`src/rtl/hcmp_target_store.sv`:
```
module hcmp_target_store #(
  parameter int unsigned WORD_W = 32,
  parameter int unsigned NWORDS = 8,
  localparam int unsigned IDX_W = (NWORDS > 1) ? $clog2(NWORDS) : 1
) (
  input  logic                       clk,
  input  logic                       rst_n,
  input  logic                       we,
  input  logic [IDX_W-1:0]           idx,
  input  logic [WORD_W-1:0]          wdata,
  output logic [NWORDS*WORD_W-1:0]   target
);

  // One register per word; each decodes its own index.
  for (genvar k = 0; k < NWORDS; k++) begin : g_word
    logic [WORD_W-1:0] word_q;

    always_ff @(posedge clk or negedge rst_n) begin
      if (!rst_n) begin
        word_q <= '0;
      end else if (we && (idx == IDX_W'(k))) begin
        word_q <= wdata;
      end
    end

    assign target[k*WORD_W +: WORD_W] = word_q;
  end

endmodule

```
`config.mk`:
```
export PLATFORM = sky130hd
export DESIGN_NAME = hcmp_target_store
export DESIGN_NICKNAME = d
export VERILOG_FILES = /design/src/rtl/hcmp_target_store.sv
export SDC_FILE = /design/constraint.sdc
export NUM_CORES = 1
export LEC_CHECK = 0
export BUFFER_PORTS_ARGS = -buffer_cell sky130_fd_sc_hd__clkbuf_2
export CORE_MARGIN = 3
export CORE_UTILIZATION = 25
export CTS_BUF_LIST = sky130_fd_sc_hd__clkbuf_2
export DETAILED_ROUTE_END_ITERATION = 16
export GPL_TIMING_DRIVEN = 0
export PLACE_DENSITY = 0.44
export SLEW_MARGIN = 20
export SYNTH_ARGS = -nofsm -noshare
export SYNTH_HDL_FRONTEND = slang
export SYNTH_SLANG_ARGS = --single-unit
export TNS_END_PERCENT = 10
```
`constraint.sdc`:
```
create_clock -name clk -period 0.9 [get_ports clk]
set_input_delay 0.18 -clock clk [delete_from_list [all_inputs] [get_ports clk]]
set_output_delay 0.18 -clock clk [all_outputs]
set_load 0.05 [all_outputs]
```
==> results of run 1 <==
## how the worst max path moves through the flow
| stage | endpoint | slack (ns) | depth (start not counted) |
|---|---|---|---|
| after floorplan | g_word[0].word_q[10] | -0.45 | 4 |
| after global placement | g_word[2].word_q[28] | -6.18 | 1 |
| after detailed placement | g_word[0].word_q[22] | -0.75 | 4 |
| after CTS | target[151] | -0.99 | 1 |
| after global routing | target[184] | -0.98 | 1 |
| final | target[108] | -0.79 | 1 |
## stage by stage
step | worst slack, ns | cell area, µm² | utilization, % | power (W) | cells
finish | -0.793 | 15600 | 41.3 | 0.0460 | 1529
global route | -0.980 | 15600 | 41.3 | 0.0482 | 1529
CTS | -0.992 | 15100 | 40.1 | 0.0449 | 1513
detailed placement | -0.751 | 11800 | 31.4 | 0.0313 | 1354
global placement | -6.18 | 11800 | 31.1 | 0.0312 | 1351
floorplan | -0.447 | 9670 | - | 0.0270 | 551
## routing by layer
layer | GRT usage [%] | vias to the layer above | part of all wire (%)
met1 | 17.9 | 3290 | 42
met2 | 24.2 | 209 | 49
li1 | - | 2844 | -
met4 | 5.44 | 0 | 2.5
met5 | 0 | - | 0
met3 | 5.36 | 52 | 6.4
## layout make-up
| class | instances | area [µm²] |
|---|---|---|
| clock buffer | 108 | 541 |
| buffer | 31 | 249 |
| timing repair buffer | 345 | 4620 |
| clock inverter | 11 | 104 |
| tap | 511 | 639 |
| antenna | 3 | 7.51 |
| fill | 3522 | 22200 |
| multi-input combinational | 264 | 3030 |
| sequential | 256 | 6410 |
## power breakdown
group,leakage [nW],total (W),internal [W],switching [W]
Combinational,3.57,0.0211,0.00905,0.0120
Clock,0.493,0.00868,0.00371,0.00497
Sequential,3.07,0.0163,0.0140,0.00227
## repair_timing
item                       CTS  global route
resized for setup          512           260
buffers inserted             0             8
pin swaps                    0             1
hold endpoints to repair   512           359
setup endpoints to repair  256           504
hold buffers                40             5
## kinds of logic after synthesis
| logic type | count (synthesis) | share of synthesized area [%] |
|---|---|---|
| buffers and inverters | 31 | 2.45 |
| flip-flops | 256 | 66.6 |
| multiplexers | 256 | 30.0 |
| AND/OR/NAND/NOR | 8 | 0.924 |
## cell usage in the layout (no fill, tap or decap)
cell	instances
buf_8	258
dfrtp_1	256
mux2_2	232
clkbuf_2	140
dlygate4sd3_1	44
buf_2	16
mux2_4	15
buf_6	13
buf_4	9
mux2_1	9
clkinv_1	5
diode_2	3
nand4b_1	3
buf_16	3
nor4bb_1	2
clkinvlp_4	2
clkinv_2	2
bufinv_16	2
nand4_1	1
nor4b_4	1
and4bb_2	1
clkbuf_8	1
==> summary.txt, run 1 <==
Floorplan
  • Die area: 0.0408 mm²
  • Die W: 202 µm
  • Initial Util: 25.5%
  • Placement row count: 71
  • Die Ht: 202 µm
  • Num ports: 294
  • Core ar.: 0.0378 mm²

Detailed routing
  • Post-Route WL: 30000 µm
  • Post-route ant nets: 0
  • WL/cell: 19.6 µm
  • Initial DRT Pass Iterations: 4
  • Starting DRC count in detailed routing: 118
  • Drt drc: 0
  • DR vias/cell: 4.18
  • DR vias: 6395

Global route
  • Vias in the first global route: 6996
  • Gr usage total: 14.7%
  • Largest net degree at the start of global routing: 84
  • Total grt overflow: 0
  • Initial antenna violation count: 2
  • First-pass GRT wire length: 45500 µm

Synthesis
  • Area leader, netlist: dfrtp_1
  • Synthesized instance count: 551
  • Synth Flop Type: dfrtp_1
  • Most common cell in the netlist: dfrtp_1
  • Post-synth ARST share: 100%
  • Top cell type's share of synthesized area: 66.6%
  • Mapped Area: 0.00961 mm²
  • Area contributors post-synth: dfrtp_1 67%, mux2_2 28%, mux2_1 1.5%
  • Yosys warnings: 0
  • Sequential-to-total area share from yosys stat: 66.6%
  • Netlist cell types: 11
  • Commonest cells in the netlist: 256 x dfrtp_1, 243 x mux2_2, 17 x buf_2, 13 x mux2_1, 12 x buf_6
  • Syn nets: 589
  • Number of synthesized flops with an enable pin: 0
  • Syn Area/Cell: 17.4 µm²
  • Synth Register Bits: 256

Hold path
  • Hold Path Class: in2async

Critical path
  • Worst Path Max Fanout: 2
  • Worst setup path startpoint: g_word[3].word_q[12]
  • Worst path cell trace: buf_8
  • Worst R2R Path Depth: 2
  • CP max stage delay: 0.42 ns
  • Worst Setup Path Type: reg2out
  • Worst R2R Setup Slack: -0.02 ns
  • CP Data Arrival Time: 1.51 ns
  • R2r endpoint: g_word[1].word_q[6]
  • RR Startpoint: g_word[1].word_q[6]
  • CP top delay family: flip-flops
  • Slowest-stage cell, CP: dfrtp_1
  • CP endpoint kind: output pin
  • Critical path required time: 0.72 ns
  • Critical path launch point type: register
  • CP bufs+invs: 1

Finish
  • Top Registers: g_word.word_q: 256 flops
  • Largest register FFs: 256
  • Most flops, register: g_word.word_q
  • Area delta synth->final: 62.2%
  • Layout cells sized above 1: 68.5%
  • Fin nets: 1008

Job
  • Max-cap violations: 0

Clock network
  • Clock sink count: 256
  • CTS root buf: clkbuf_2
  • CTS buffer count: 72
  • Clk Latency, worst-skew pair: 0.87 ns
  • TritonCTS clock tree: built
  • Clk pin slew, worst setup/hold paths: 0.10 ns
  • CTS H-tree depth: 3
  • Bufs on Longest Clock Path: 3

Timing
  • Fin Hold WS: -0.806 ns
  • Slew HR: 64.6%
  • Final Max Tran Viols: 0
  • Unrepaired setup endpoints after global routing: yes
  • Setup TNS: -192.87 ns
  • Final hold violations: 291
  • Final worst-path setup slack: -0.793 ns
  • Fmax: 591 MHz
  • Clock skew: 0 ns
  • Slew @ Worst Pin: 0.529 ns
  • Setup violators final: 285
  • Period utilization: 188%
  • Final min period: 1.69 ns

Pwr
  • Leakage: 7.13 nW
  • Worst VDD drop: 1.16 mV
  • Pwr dens: 2950 mW/mm²

Placed design
  • I/O Buffers: 289
  • Placer's final routability congestion estimate: 0.717
  • Post-detail-place hpwl: 19600 µm

Status
  • Failing checks: hold timing, setup timing
  • Status: finished, violations left
(Power assumes the default switching activity.)
==> run 2, diff against run 1 <==
Settings changed: CELL_PAD_IN_SITES_DETAIL_PLACEMENT set to 0, CELL_PAD_IN_SITES_GLOBAL_PLACEMENT set to 2, PLACE_DENSITY 0.44 to 0.58, RECOVER_POWER set to 100.
==> run 2 against run 1 <==
Against the previous run:
- clock power rose by 7.5%
- sequential power barely moved
- the flow still finishes with violations (hold timing, setup timing)
- combinational power barely moved
==> summary.txt, run 2 (synthesis gave the netlist of run 1 again) <==
Critical path
  • Critical path launch point type: register
  • CP endpoint kind: output pin
  • CP bufs+invs: 1
  • Worst R2R Setup Slack: -0.02 ns
  • CP top delay family: flip-flops
  • Worst Setup Path Type: reg2out
  • CP Data Arrival Time: 1.48 ns
  • Worst Path Max Fanout: 2
  • CP max stage delay: 0.43 ns
  • Slowest-stage cell, CP: dfrtp_1
  • Worst path cell trace: buf_8
  • Critical path required time: 0.72 ns

Timing
  • Final hold violations: 89
  • Clock skew: 0 ns
  • Final worst-path setup slack: -0.764 ns
  • Fin Hold WS: -0.434 ns
  • Slew HR: 10.2%
  • Unrepaired setup endpoints after global routing: yes
  • Slew @ Worst Pin: 1.35 ns
  • Final min period: 1.66 ns
  • Setup violators final: 460
  • Period utilization: 185%
  • Final Max Tran Viols: 0
  • Setup TNS: -224.26 ns
  • Fmax: 601 MHz

Detailed routing
  • Initial DRT Pass Iterations: 4
  • WL/cell: 19.7 µm
  • DR vias: 6455
  • Starting DRC count in detailed routing: 164
  • Post-route ant nets: 0
  • Post-Route WL: 30500 µm
  • DR vias/cell: 4.17
  • Drt drc: 0

Pwr
  • Worst VDD drop: 1.21 mV
  • Pwr dens: 2980 mW/mm²
  • Leakage: 7.14 nW
  • Total power: 0.0466 W

Clock network
  • Clock sink count: 256
  • CTS buffer count: 77
  • Clk Latency, worst-skew pair: 0.85 ns
  • TritonCTS clock tree: built
  • CTS root buf: clkbuf_2
  • Clk pin slew, worst setup/hold paths: 0.10 ns
  • CTS H-tree depth: 3
  • Bufs on Longest Clock Path: 3

Global route
  • Initial antenna violation count: 1
  • Vias in the first global route: 7222
  • First-pass GRT wire length: 46900 µm
  • Gr usage total: 15.1%
  • Largest net degree at the start of global routing: 81
  • Total grt overflow: 0

Floorplan
  • Num ports: 294
  • Initial Util: 25.5%
  • Core ar.: 0.0378 mm²
  • Placement row count: 71
  • Die W: 202 µm
  • Die Ht: 202 µm
  • Die area: 0.0408 mm²

Status
  • Status: finished, violations left
  • Failing checks: hold timing, setup timing

Job
  • Max-cap violations: 0

Finish
  • Layout cells sized above 1: 65.4%
  • Most frequent cells in the layout: 258 x buf_8, 256 x dfrtp_1, 230 x mux2_2
  • Area delta synth->final: 62.8%
  • Largest register FFs: 256
  • Fin nets: 1018
  • Commonest non-fill, non-tap cell in the layout: buf_8
  • Top Registers: g_word.word_q: 256 flops
  • Most flops, register: g_word.word_q
  • Fill count: 3520

Placed design
  • Place WS: -0.730 ns
  • I/O Buffers: 289
  • Placer's final routability congestion estimate: 0.698
  • Post-detail-place hpwl: 19800 µm

Hold path
  • Hold Path Class: in2async
==> run 2: what timing repair did <==
action,in CTS,in global routing
hold endpoints to repair,512,207
endpoints found under the setup margin,256,506
setup buffers,3,3
hold buffers,49,3
pin swaps,0,1
gates resized for setup,512,259
==> run 2: area by class of cell <==
class / instances / area [µm²] / share of cell area (%)
multi-input cells: 264 / 2990 / 19.1
flip-flops and latches: 256 / 6410 / 40.9
plain buffers: 31 / 249 / 1.59
well taps: 511 / 639 / 4.09
clock buffers: 110 / 551 / 3.52
repair buffers: 350 / 4640 / 29.6
clock inverters: 24 / 178 / 1.14
diodes: 1 / 2.50 / 0.0160
==> run 2: report_power, final <==
part	internal, W	switching (W)	total, W	leakage, nW
sequential	0.0140	0.00227	0.0163	3.07
clock	0.00413	0.00520	0.00933	0.534
combinational	0.00895	0.0120	0.0209	3.54
==> run 2: worst reg2reg max path: cells and delay by family, from the launching register on <==
family | cells | cell delay (ns)
buf+inv | 1 | 0.14
flops | 1 | 0.42
mux | 1 | 0.25
==> run 2: per-layer routing <==
metal,GRT usage [%],vias up,share of wire [%]
li1,-,2868,-
met5,0,-,0
met1,18.5,3334,42
met2,24.6,216,49
met4,5.86,0,2.1
met3,5.46,37,7.4
==> run 2: metrics by stage <==
stage	utilization, %	instance area [µm²]	std cells	hold slack [ns]
CTS	40.6	15300	1540	-0.936
global route	41.5	15700	1547	-0.453
finish	41.5	15700	1547	-0.434
detailed placement	31.4	11800	1354	0.166
global placement	31.1	11800	1351	0.470
floorplan	-	9670	551	-0.116
==> run 2: worst paths after layout <==
kind                                       from                   end  depth (start not counted)
setup / recovery           g_word[0].word_q[20]            target[20]                          1
hold / removal                            rst_n  g_word[7].word_q[20]                          1
setup reg to reg            g_word[0].word_q[2]   g_word[0].word_q[2]                          2
hold reg to reg             g_word[0].word_q[9]   g_word[0].word_q[9]                          1
max in group asynchronous                 rst_n   g_word[0].word_q[7]                          3
min in group clk                         idx[0]   g_word[0].word_q[0]                          3
==> run 3, diff against run 2 <==
Settings changed: CORE_UTILIZATION 25 to 33, PLACE_DENSITY 0.58 to 0.77.
Clock period 0.9 ns to 1.4 ns, I/O delays scaled along.
==> run 3 against run 2 <==
Against the previous run:
- the flow finishes with violations (setup timing)
- final area fell by 2.9%
- wire length is 6.8% lower
- largest cell class unchanged
- utilization up 12 points
- critical path depth unchanged
- via count shrank 0.42%
- final cell count fell by 10%
==> summary.txt, run 3 (synthesis gave the netlist of run 1 again) <==
Pwr
  • Int Power: 0.0169 W
  • Combinational share of power: 46.0%
  • Switching portion of total power: 42.1%
  • Sequential power share: 36.0%
  • Switch Pwr: 0.0123 W
  • Leakage: 7.05 nW
  • Clock share of power: 18.0%
  • Pwr dens: 1920 mW/mm²
  • Worst VDD drop: 0.905 mV

Hold path
  • Hold Path Class: in2async

Timing
  • Fin Hold WS: 0.0134 ns
  • Final hold violations: 0
  • Unrepaired setup endpoints after global routing: yes
  • Slew @ Worst Pin: 0.908 ns
  • Period utilization: 121%
  • Fmax: 590 MHz
  • Setup violators final: 335
  • Slew HR: 39.3%
  • Final min period: 1.70 ns
  • Final Max Tran Viols: 0
  • Final worst-path setup slack: -0.296 ns
  • Clock skew: 0 ns

Floorplan
  • Die area: 0.0312 mm²
  • Initial Util: 34.0%
  • Core ar.: 0.0282 mm²
  • Num ports: 294
  • Die Ht: 177 µm
  • Die W: 177 µm
  • Placement row count: 61

Finish
  • Top Registers: g_word.word_q: 256 flops
  • Commonest non-fill, non-tap cell in the layout: buf_8
  • Core Util, Final: 53.8%
  • Most frequent cells in the layout: 257 x buf_8, 256 x dfrtp_1, 233 x mux2_2
  • Fin nets: 999
  • Fill count: 2362
  • Largest register FFs: 256
  • Area delta synth->final: 58.2%
  • Layout cells sized above 1: 67.5%
  • Most flops, register: g_word.word_q

Critical path
  • CP max stage delay: 0.42 ns
  • CP bufs+invs: 1
  • CP Data Arrival Time: 1.42 ns
  • CP top delay family: flip-flops
  • Worst Setup Path Type: reg2out
  • Worst path cell trace: buf_8
  • Critical path launch point type: register
  • Slowest-stage cell, CP: dfrtp_1
  • Critical path required time: 1.12 ns
  • Worst Path Max Fanout: 2
  • CP endpoint kind: output pin

Global route
  • Total grt overflow: 0
  • Vias in the first global route: 7170
  • Largest net degree at the start of global routing: 89
  • Initial antenna violation count: 1
  • Gr usage total: 18.2%
  • First-pass GRT wire length: 43600 µm

Clock network
  • TritonCTS clock tree: built
  • CTS H-tree depth: 3
  • Clock sink count: 256
  • CTS root buf: clkbuf_2
  • Clk Latency, worst-skew pair: 0.77 ns
  • CTS buffer count: 70
  • Clk pin slew, worst setup/hold paths: 0.10 ns
  • Bufs on Longest Clock Path: 3

Detailed routing
  • WL/cell: 20.5 µm
  • Post-route ant nets: 0
  • DR vias: 6428
  • Starting DRC count in detailed routing: 208
  • Initial DRT Pass Iterations: 4
  • DR vias/cell: 4.64
  • Drt drc: 0
  • Post-Route WL: 28400 µm

Placed design
  • Placer's final routability congestion estimate: 0.725
  • I/O Buffers: 289
  • Post-detail-place hpwl: 18100 µm

Status
  • Status: finished, violations left
  • Failing checks: setup timing

Job
  • Max-cap violations: 0
==> run 3: cell count changes in the layout (fill, tap and decap cells not counted), sizes merged <==
cell           delta
buf              -24
bufinv            -2
clkbuf           +15
clkdlybuf4s25     +2
clkinv            -7
dlygate4sd3      -14
dlymetal6s4s      +2
inv               -1
==> run 3: power by group through the flow <==
stage	Clock [W]	Combinational [W]	Sequential (W)
final	0.00526	0.0134	0.0105
after floorplan	0	0.00158	0.0157
after global placement	0	0.0100	0.00992
after CTS	0.00554	0.0127	0.0101
after detailed placement	0	0.0101	0.00998
after global routing	0.00594	0.0138	0.0107
==> run 3: cell type report <==
class                           instances  area, µm²  area share [%]
Multi-Input combinational cell        264       3000            19.8
Buffer                                 31        198            1.30
Clock inverter                         14        103           0.675
Antenna cell                            1       2.50          0.0165
Tap cell                              378        473            3.11
Clock buffer                          103        515            3.39
Timing Repair Buffer                  338       4500            29.6
Sequential cell                       256       6410            42.1
==> run 3: routing by layer <==
| metal | global-route usage, % | share of wire [%] |
|---|---|---|
| met3 | 6.24 | 7.6 |
| met1 | 22.1 | 41 |
| met4 | 5.66 | 1.8 |
| met5 | 0 | 0 |
| met2 | 30.6 | 50 |
==> run 3: metrics by stage <==
step	setup slack, ns	cell area, µm²	power, W	TNS [ns]	cells
floorplan	-0.0471	9670	0.0173	-4.55	551
global placement	-5.38	11600	0.0199	-1417.85	1218
detailed placement	-0.364	11700	0.0200	-49.81	1220
CTS	-0.455	14900	0.0284	-99.38	1378
global route	-0.470	15200	0.0305	-106.60	1385
finish	-0.296	15200	0.0292	-65.41	1385
==> run 3: timing repair <==
action | 4_1_cts | 5_1_grt
buffers inserted | 1 | 5
gates cloned | 0 | 0
endpoints found under the hold margin | 372 | 10
hold buffers | 40 | 1
setup endpoints to repair | 256 | 350
resized for setup | 512 | 261
==> run 3: worst paths after layout <==
check	from	to	slack, ns	cells after the start
min reg2reg	g_word[4].word_q[17]	g_word[4].word_q[17]	0.54	1
max	g_word[1].word_q[2]	target[34]	-0.30	1
max reg2reg	g_word[1].word_q[17]	g_word[1].word_q[17]	0.48	2
min	rst_n	g_word[4].word_q[5]	0.01	2
min in group clk	idx[0]	g_word[7].word_q[31]	0.14	3
max in group asynchronous	rst_n	g_word[2].word_q[20]	-0.01	3
==> run 3: worst register-to-register path, cell delays in order, from the launching register on <==
cell and delay (ns):
dfrtp_1 0.41, clkbuf_4 0.14, mux2_1 0.27
